==> src/rtl/dpa_router_pkg.sv <==
package dpa_router_pkg;

  typedef enum logic [1:0] {
    TGT_VOL  = 2'd0,
    TGT_PERS = 2'd1,
    TGT_NONE = 2'd2
  } tgt_e;

  typedef enum logic [1:0] {
    ST_IDLE  = 2'd0,
    ST_ISSUE = 2'd1,
    ST_WAIT  = 2'd2,
    ST_RESP  = 2'd3
  } st_e;

endpackage

==> src/rtl/dpa_map.sv <==
module dpa_map
  import dpa_router_pkg::*;
#(
  parameter int ADDR_W = 36
) (
  input  logic [ADDR_W-1:0] addr,
  input  logic [ADDR_W-1:0] vol_bytes,
  input  logic [ADDR_W-1:0] pers_bytes,
  output tgt_e              tgt,
  output logic [ADDR_W-1:0] offs
);

  localparam int EXT_W = ADDR_W + 1;

  logic [EXT_W-1:0] addr_x;
  logic [EXT_W-1:0] vol_end_x;
  logic [EXT_W-1:0] all_end_x;

  assign addr_x    = {1'b0, addr};
  assign vol_end_x = {1'b0, vol_bytes};
  assign all_end_x = vol_end_x + {1'b0, pers_bytes};

  // Volatile is checked first so it wins at address 0.
  // A zero volatile size makes that test always false.
  always_comb begin
    if (addr_x < vol_end_x) begin
      tgt  = TGT_VOL;
      offs = addr;
    end else if (addr_x < all_end_x) begin
      tgt  = TGT_PERS;
      offs = addr - vol_bytes;
    end else begin
      tgt  = TGT_NONE;
      offs = '0;
    end
  end

endmodule

==> src/rtl/dpa_capacity.sv <==
module dpa_capacity #(
  parameter int ADDR_W     = 36,
  parameter int UNIT_SHIFT = 28
) (
  input  logic [ADDR_W-1:0]          vol_bytes,
  input  logic [ADDR_W-1:0]          pers_bytes,
  output logic [ADDR_W-UNIT_SHIFT:0] total_units,
  output logic [ADDR_W-UNIT_SHIFT:0] vol_units,
  output logic [ADDR_W-UNIT_SHIFT:0] pers_units,
  output logic                       align_err
);

  localparam int EXT_W  = ADDR_W + 1;
  localparam int UNIT_W = ADDR_W - UNIT_SHIFT + 1;

  logic [EXT_W-1:0] sum_x;
  logic [EXT_W-1:0] vol_x;
  logic [EXT_W-1:0] pers_x;

  assign vol_x     = {1'b0, vol_bytes};
  assign pers_x    = {1'b0, pers_bytes};
  assign sum_x     = vol_x + pers_x;
  assign align_err = |sum_x[UNIT_SHIFT-1:0];

  // Unit fields are withheld when the total fails the alignment check.
  assign total_units = align_err ? '0 : sum_x[EXT_W-1:UNIT_SHIFT];
  assign vol_units   = align_err ? '0 : UNIT_W'(vol_x[EXT_W-1:UNIT_SHIFT]);
  assign pers_units  = align_err ? '0 : UNIT_W'(pers_x[EXT_W-1:UNIT_SHIFT]);

endmodule

==> src/rtl/dpa_rsp_sel.sv <==
module dpa_rsp_sel
  import dpa_router_pkg::*;
#(
  parameter int DATA_W = 64
) (
  input  tgt_e              tgt,
  input  logic              vol_valid,
  input  logic [DATA_W-1:0] vol_data,
  input  logic              pers_valid,
  input  logic [DATA_W-1:0] pers_data,
  output logic              hit,
  output logic [DATA_W-1:0] data
);

  always_comb begin
    unique case (tgt)
      TGT_VOL:  begin hit = vol_valid;  data = vol_data;  end
      TGT_PERS: begin hit = pers_valid; data = pers_data; end
      default:  begin hit = 1'b0;       data = '0;        end
    endcase
  end

endmodule

==> src/rtl/dpa_router.sv <==
module dpa_router
  import dpa_router_pkg::*;
#(
  parameter int ADDR_W     = 36,
  parameter int DATA_W     = 64,
  parameter int UNIT_SHIFT = 28
) (
  input  logic                       clk,
  input  logic                       rst_n,
  input  logic [ADDR_W-1:0]          cfg_vol_bytes,
  input  logic [ADDR_W-1:0]          cfg_pers_bytes,
  input  logic                       req_valid,
  output logic                       req_ready,
  input  logic                       req_write,
  input  logic [ADDR_W-1:0]          req_addr,
  input  logic [DATA_W-1:0]          req_wdata,
  output logic                       rsp_valid,
  input  logic                       rsp_ready,
  output logic [DATA_W-1:0]          rsp_rdata,
  output logic                       rsp_err,
  output logic                       vm_req_valid,
  input  logic                       vm_req_ready,
  output logic                       vm_req_write,
  output logic [ADDR_W-1:0]          vm_req_offs,
  output logic [DATA_W-1:0]          vm_req_wdata,
  input  logic                       vm_rsp_valid,
  input  logic [DATA_W-1:0]          vm_rsp_rdata,
  output logic                       pm_req_valid,
  input  logic                       pm_req_ready,
  output logic                       pm_req_write,
  output logic [ADDR_W-1:0]          pm_req_offs,
  output logic [DATA_W-1:0]          pm_req_wdata,
  input  logic                       pm_rsp_valid,
  input  logic [DATA_W-1:0]          pm_rsp_rdata,
  output logic [ADDR_W-UNIT_SHIFT:0] id_total_units,
  output logic [ADDR_W-UNIT_SHIFT:0] id_vol_units,
  output logic [ADDR_W-UNIT_SHIFT:0] id_pers_units,
  output logic                       id_align_err
);

  localparam int NUM_BE = 2;

  st_e               st;
  tgt_e              cur_tgt;
  logic              cur_write;
  logic [ADDR_W-1:0] cur_offs;
  logic [DATA_W-1:0] cur_wdata;
  logic [DATA_W-1:0] rsp_data_q;
  logic              rsp_err_q;

  tgt_e              map_tgt;
  logic [ADDR_W-1:0] map_offs;
  logic              sel_hit;
  logic [DATA_W-1:0] sel_data;
  logic              sel_ready;
  logic              be_valid [NUM_BE];

  dpa_map #(.ADDR_W(ADDR_W)) u_map (
    .addr       (req_addr),
    .vol_bytes  (cfg_vol_bytes),
    .pers_bytes (cfg_pers_bytes),
    .tgt        (map_tgt),
    .offs       (map_offs)
  );

  dpa_capacity #(.ADDR_W(ADDR_W), .UNIT_SHIFT(UNIT_SHIFT)) u_cap (
    .vol_bytes   (cfg_vol_bytes),
    .pers_bytes  (cfg_pers_bytes),
    .total_units (id_total_units),
    .vol_units   (id_vol_units),
    .pers_units  (id_pers_units),
    .align_err   (id_align_err)
  );

  dpa_rsp_sel #(.DATA_W(DATA_W)) u_sel (
    .tgt        (cur_tgt),
    .vol_valid  (vm_rsp_valid),
    .vol_data   (vm_rsp_rdata),
    .pers_valid (pm_rsp_valid),
    .pers_data  (pm_rsp_rdata),
    .hit        (sel_hit),
    .data       (sel_data)
  );

  // One request lane per store: valid only while issuing to that target.
  for (genvar g = 0; g < NUM_BE; g++) begin : g_lane
    localparam tgt_e LANE_TGT = (g == 0) ? TGT_VOL : TGT_PERS;
    assign be_valid[g] = (st == ST_ISSUE) && (cur_tgt == LANE_TGT);
  end

  assign sel_ready = (cur_tgt == TGT_VOL) ? vm_req_ready : pm_req_ready;

  always_ff @(posedge clk) begin
    if (!rst_n) begin
      st         <= ST_IDLE;
      cur_tgt    <= TGT_NONE;
      cur_write  <= 1'b0;
      cur_offs   <= '0;
      cur_wdata  <= '0;
      rsp_data_q <= '0;
      rsp_err_q  <= 1'b0;
    end else begin
      unique case (st)
        ST_IDLE: begin
          if (req_valid) begin
            cur_tgt    <= map_tgt;
            cur_write  <= req_write;
            cur_offs   <= map_offs;
            cur_wdata  <= req_wdata;
            rsp_data_q <= '0;
            rsp_err_q  <= (map_tgt == TGT_NONE);
            st         <= (map_tgt == TGT_NONE) ? ST_RESP : ST_ISSUE;
          end
        end
        ST_ISSUE: begin
          if (sel_ready) st <= ST_WAIT;
        end
        ST_WAIT: begin
          if (sel_hit) begin
            rsp_data_q <= sel_data;
            st         <= ST_RESP;
          end
        end
        ST_RESP: begin
          if (rsp_ready) st <= ST_IDLE;
        end
        default: st <= ST_IDLE;
      endcase
    end
  end

  assign req_ready = (st == ST_IDLE);
  assign rsp_valid = (st == ST_RESP);
  assign rsp_rdata = rsp_data_q;
  assign rsp_err   = rsp_err_q;

  assign vm_req_valid = be_valid[0];
  assign vm_req_write = cur_write;
  assign vm_req_offs  = cur_offs;
  assign vm_req_wdata = cur_wdata;

  assign pm_req_valid = be_valid[1];
  assign pm_req_write = cur_write;
  assign pm_req_offs  = cur_offs;
  assign pm_req_wdata = cur_wdata;

endmodule

==> config.mk <==
export PLATFORM = sky130hd
export DESIGN_NAME = dpa_router
export DESIGN_NICKNAME = d
export VERILOG_FILES = /design/src/rtl/dpa_router_pkg.sv /design/src/rtl/dpa_map.sv /design/src/rtl/dpa_capacity.sv /design/src/rtl/dpa_rsp_sel.sv /design/src/rtl/dpa_router.sv
export SDC_FILE = /design/constraint.sdc
export NUM_CORES = 1
export LEC_CHECK = 0
export CORE_AREA = 3 3 232 234
export CTS_CLUSTER_DIAMETER = 120
export DETAILED_ROUTE_END_ITERATION = 10
export DIE_AREA = 0 0 235 237
export PLACE_DENSITY_LB_ADDON = 0.3
export SYNTH_ARGS = -nofsm -noshare
export SYNTH_HDL_FRONTEND = slang
export SYNTH_SLANG_ARGS = --single-unit
==> constraint.sdc <==
create_clock -name clk -period 8.91 [get_ports clk]
set_input_delay 2.673 -clock clk [delete_from_list [all_inputs] [get_ports clk]]
set_output_delay 2.673 -clock clk [all_outputs]
set_load 0.02 [all_outputs]
==> After elaboration in Yosys (flattened, before gate mapping) <==
Index checks and enable logic that the tools add are counted.
{ "classes": {"n_addsub": 2, "mul": 0, "div_mod_pow": 0, "n_lt_le_gt_ge": 2, "eq_ne": 9, "n_shift": 0, "mux": 19, "bitwise_logic": 0, "n_reduce_logical": 9} }
{ "op_table": {"columns": ["cell", "count"], "rows": [
  ["64-bit one-hot mux with 2 select lines", 2],
  ["64-bit 2-to-1 mux", 2],
  ["36-bit 2-to-1 mux", 2],
  ["36-bit by 36-bit adder with 37-bit output", 1],
  ["36-bit by 37-bit < comparator with 1-bit output", 1],
  ["36-bit < comparator", 1],
  ["36-bit subtractor", 1],
  ["28-bit OR reduction", 1],
  ["8-bit 2-to-1 mux", 2],
  ["2-bit 2-to-1 mux", 7],
  ["9-bit 2-to-1 mux", 1],
  ["2-bit one-hot mux with 4 select lines", 1],
  ["2-bit == test (second input constant)", 3],
  ["2-bit != test (second input constant)", 3],
  ["2-bit by 1-bit == test with 1-bit output (second input constant)", 2],
  ["2-bit logical NOT", 2],
  ["4-bit AND reduction", 1],
  ["3-bit AND reduction", 1],
  ["1-bit logical AND", 2],
  ["2-bit by 1-bit != test with 1-bit output (second input constant)", 1],
  ["1-bit one-hot mux with 2 select lines", 1],
  ["2-bit AND reduction", 1],
  ["2-bit nonzero test", 1],
  ["1-bit 2-to-1 mux", 1]
]} }
{ "totals": {"reg_bits": 170, "latchBits": 0, "mem_bits_rw": 0, "mem_bits_ro": 0, "input_bits": 309, "out_inout_bits": 299, "wordCells": 48, "n_memories": 0} }

==> Logic depth before layout (Yosys ltp) <==
{ "logic_depth": {"depth_word": 8, "mapped_depth": 23, "ltp_nobuf": 21} }

==> By module <==
From an unflattened synthesis, not the netlist that was laid out.
{ "hier_totals": {"cells_unflattened": 2000, "hier_area_um2": 16128.0} }
{ "by_module_without_submodules": {"columns": ["module", "instances", "cells_each", "area_each_um2"], "rows": [
  ["dpa_router", 1, 797, 7697.4],
  ["dpa_map", 1, 711, 4939.7],
  ["dpa_capacity", 1, 348, 2449.8],
  ["dpa_rsp_sel", 1, 144, 1041.0]
]} }

==> Least setup slack after synthesis <==
No wires, ideal clock.
{ "synth_path": {"kind": "in2out", "startpoint": "input port cfg_vol_bytes[0]", "endpoint": "output port id_total_units[0]", "arrival_ns": 5.413, "required_ns": 6.237, "path_slack_ns": 0.824, "stages": 12, "path_cell_list": "ha_1 > inv_1 > fa_1 > nand2b_1 > a21o_1 > a211oi_1 > o21ai_0 > o21ai_0 > xnor2_1 > and4_1 > nand4_4 > nor3_1"} }
{ "synth_via": {"elab_chain_len": 3} }
{ "synth_lines": {"columns": ["item", "line", "source"], "rows": [
  ["start: declaration", "dpa_router.sv:10", "input logic [ADDR_W-1:0] cfg_vol_bytes,"],
  ["36-bit by 36-bit adder with 37-bit output (*)", "dpa_capacity.sv:22", "assign sum_x = vol_x + pers_x;"],
  ["28-bit OR reduction", "dpa_capacity.sv:23", "assign align_err = |sum_x[UNIT_SHIFT-1:0];"],
  ["9-bit 2-to-1 mux (*)", "dpa_capacity.sv:26", "assign total_units = align_err ? '0 : sum_x[EXT_W-1:UNIT_SHIFT];"],
  ["end: declaration", "dpa_router.sv:35", "output logic [ADDR_W-UNIT_SHIFT:0] id_total_units,"]
]} }
Every way passes the cells marked *; elsewhere a longest branch is shown, timed or not.

==> Final worst setup path <==
{ "layout_path": {"startpoint": "input port cfg_vol_bytes[0]", "endpoint": "output port id_vol_units[5]"} }
{ "layout_via": {"elab_chain_len": 3} }
{ "layout_lines": {"columns": ["item", "line", "source"], "rows": [
  ["36-bit by 36-bit adder with 37-bit output", "dpa_capacity.sv:22", null],
  ["28-bit OR reduction", "dpa_capacity.sv:23", null],
  ["8-bit 2-to-1 mux", "dpa_capacity.sv:27", "assign vol_units = align_err ? '0 : UNIT_W'(vol_x[EXT_W-1:UNIT_SHIFT]);"],
  ["end: declaration", "dpa_router.sv:36", "output logic [ADDR_W-UNIT_SHIFT:0] id_vol_units,"]
]} }
No other way between the ends.

==> run_results.csv <==
group,metric,value,unit
synthesis,synth_edf_count,0,
synthesis,netlist-cell-type-count,79,
synthesis,synthesis.yosys.warnings,0,
setup_path,critPathKind,"in -> out",
synthesis,seq_area_frac_synth,0.2656,
global_route,via_count_of_the_first_global_routing_pass,13810,
clock_tree,clock_insertion_delay_worst_skew,0.46,ns
synthesis,share_of_flip_flops_with_an_asynchronous_set_or_reset,0,
die,die-area,55700,sq um
synthesis,synth.avg_cell_area,7.651,sq um
clock_tree,post_cts_hold_buffer_count,0,
synthesis,synth_mux_area_frac,0.05311,
setup_path,endpoint_kind,"output pin",
setup_path,crit_start_category,"input port",
detailed_routing,detailedRoute.firstIterationViolations,712,
synthesis,synth_compound_gate_area_share,0.2313,
power_and_ir_drop,leakage,0.007883,uW
final_layout,multi_input_area,8103,sq um
detailed_routing,detail-route-antenna-nets,0,
placed_design,dp.final_hpwl,50.57,mm
die,starting_density_of_the_core,0.2453,
setup_path,critical_path_fanouts_max,26,
detailed_routing,vias_per_cell,4.837,
final_layout,filler_cell_count,5420,
setup_path,cp_data_required_time,6.24,ns
final_layout,drive_gt1_frac,0.1031,
die,die-width,235,microns
clock_tree,cts_inserted_buffers,17,
synthesis,synthTopCellsByArea,"dfxtp_1 27%, ha_1 11%, a21oi_1 8.0%, buf_4 6.2%, nor2_1 6.1%",
clock_tree,clockRootBuffer,"clkbuf_16",
die,core_area,52240,sq um
synthesis,simple_gate_share_of_the_synthesized_area,0.1953,
timing,grt_setup_unrepaired,"no",
power_and_ir_drop,design_power_total,3692,uW
global_route,grt_start_max_net_pins,79,
clock_tree,cts_tree,"done",
timing,setup_viol,0,
final_layout,seqCellArea,3407,sq um
synthesis,yosysTopAreaCellShare,0.2656,
power_and_ir_drop,irDropWorstVdd,98.37,uV
detailed_routing,wire_per_inst,20.86,microns
clock_tree,clock_sinks,170,
final_layout,syn2layout_area_growth,56.61,%
power_and_ir_drop,power.density,183.9,nW/um^2
timing,final_hold_vio_count,0,
synthesis,mappedNetlistArea,12810,sq um
synthesis,synth_area_leader_cell,"dfxtp_1",
timing,fin_worst_skew,0.01238,ns
clock_tree,cts_max_path_buffers,2,
final_layout,utilization,0.3842,
die,number_of_core_rows,84,
timing,tightestPinTransition,0.8942,ns
timing,timing.final.crit_share,0.9783,
synthesis,yosys_most_used_dff,"dfxtp_1",
timing,fmax,0.1147,GHz
setup_path,cp.arrival,6.04,ns
synthesis,yosys.area_share.adder,0.1115,
timing,min_period,8.716,ns
status,outcome,"completed",
global_route,grt_first_pass_wirelength,88.52,mm
die,die-height,237,microns
final_layout,final_nets,2640,
placed_design,place_inst,2887,
detailed_routing,remaining_drc_errors,0,
synthesis,synth_xor_area_frac,0.03339,
detailed_routing,vias,14180,
worst_hold_path,min_path_type,"reg -> reg",
global_route,grt_use_total,0.2094,
global_route,grt_remaining_overflow,0,
timing,drv_slew,0,
final_layout,final_cell_count_no_fill,2932,
timing,max_slew_margin,0.4039,
detailed_routing,drtPass1Iterations,5,
die,io_pins,608,
clock_tree,clk_pin_slew_worst_paths,0.07,ns
synthesis,post_synth_inst_count,1675,
synthesis,synth_top_family_by_area,"compound AO/OA/AOI/OAI gates",
timing,whs,0.4699,ns
run,max_cap_viol_count,0,
placed_design,place_congestion,0.9150,
detailed_routing,detail_route.wirelength,61.15,mm
timing,finalSetupTns,0,ns
placed_design,io_buffer_count,605,
clock_tree,cts-htree-levels,4,
synthesis,synth-seq-cells,170,
global_route,antenna_violations_before_repair,18,
-- power breakdown --
| group | total, uW | internal (uW) | switching, uW |
|---|---|---|---|
| Clock | 820 | 456 | 365 |
| Sequential | 1010 | 874 | 131 |
| Combinational | 1870 | 833 | 1030 |
| Total | 3690 | 2160 | 1530 |
-- path summary, 6_finish.rpt --
path | startpoint | to | slack (ns) | cells past startpoint
hold / removal | rsp_err | rsp_err | 0.47 | 2
hold reg to reg | rsp_err | rsp_err | 0.47 | 2
setup / recovery | cfg_vol_bytes[0] | id_vol_units[5] | 0.19 | 16
setup reg to reg | st[1] | pm_req_wdata[18] | 6.31 | 6
-- Yosys cell counts (all sizes together) (7+ instances only) --
cell and count:
nand2 180, nand4 13, a211oi 10, or3 9, nor3 45, o21a 20, buf 126, a221oi 32
dfxtp 170, clkbuf 63, mux2i 68, a21o 29, xor2 16, nand3 18, o21ai 88, o211ai 14
xnor2 32, inv 73, nand2b 11, nor2 208, o31a 7, or2 13, a21oi 205, and3 9
ha 111, nor2b 8
-- layout by cell type, fill, tap and decap left out, types with 13 or more instances in the layout --
cell             count
diode_2             13
nand3_1             18
a21oi_1            202
buf_4              104
nand2_1            179
inv_1               72
o21a_1              20
xnor2_1             31
dfxtp_1            169
clkbuf_16           17
mux2i_1             67
clkbuf_2            25
nor3_2              20
nor3_1              25
ha_1               109
o21ai_0             83
a21o_1              29
clkdlybuf4s50_1    579
nor2_1             208
xor2_1              15
a221oi_1            32
o211ai_1            13
-- logic make-up (layout without fill, tap and decap cells) --
| logic type | after synthesis | in the layout |
|---|---|---|
| buffers and inverters | 262 | 817 |
| AOI/OAI and AO/OA | 472 | 472 |
| xor gates and xnor gates | 48 | 48 |
| adders and majority gates | 113 | 113 |
| DFF | 170 | 170 |
| and+or+nand+nor | 541 | 541 |
| muxes | 68 | 68 |
| other | 1 | 15 |
-- registers in the layout, indices dropped and copies added, names as in the netlist --
signal and cells:
pm_req_wdata 64, pm_req_offs 36, pm_req_write 1, rsp_err 1
rsp_rdata 64, cur_tgt 2, st 2
-- what timing repair did --
item | in CTS | in global routing
gates resized for setup | 39 | 63
gates cloned | 0 | 0
buffers inserted | 0 | 0
pin swaps | 1 | 7
setup endpoints to repair | 26 | 26
-- critical path: stages --
cell and delay, ns:
clkdlybuf4s50_1 0.49, ha_2 0.21, inv_1 0.05, fa_1 0.37, nand2b_1 0.17, a21o_1 0.22, a21oi_2 0.20, xnor2_1 0.16
o2111ai_1 0.16, nor3b_2 0.21, buf_4 0.14, and4b_1 0.24, nand4_4 0.12, buf_12 0.19, nor3_2 0.20, clkbuf_2 0.21
-- layout make-up --
cell class,instances,area share
well taps,688,0.04289
inverters,73,0.01378
flip-flops and latches,170,0.1698
clock inverters,14,0.01010
diodes,13,0.001621
multi-input cells,1244,0.4037
repair buffers,712,0.3367
clock buffers,18,0.02138
-- routing by layer --
layer	global-route usage	wire (microns)	vias to the layer above	share of wire
met4	0.1221	3186	2	0.052
met3	0.04589	3727	92	0.061
met5	0	13	-	0.00021
li1	-	-	6904	-
met2	0.3591	30150	517	0.49
met1	0.2399	24080	6668	0.39
-- per-stage QoR --
step	setup WS, ns	area [sq um]
CTS	0.01005	20090
detailed placement	-0.3764	19470
finish	0.1936	20070
floorplan	0.8237	12820
global placement	-0.3416	19470
global route	0.02782	20060
Power figures use the tool's default switching activity.
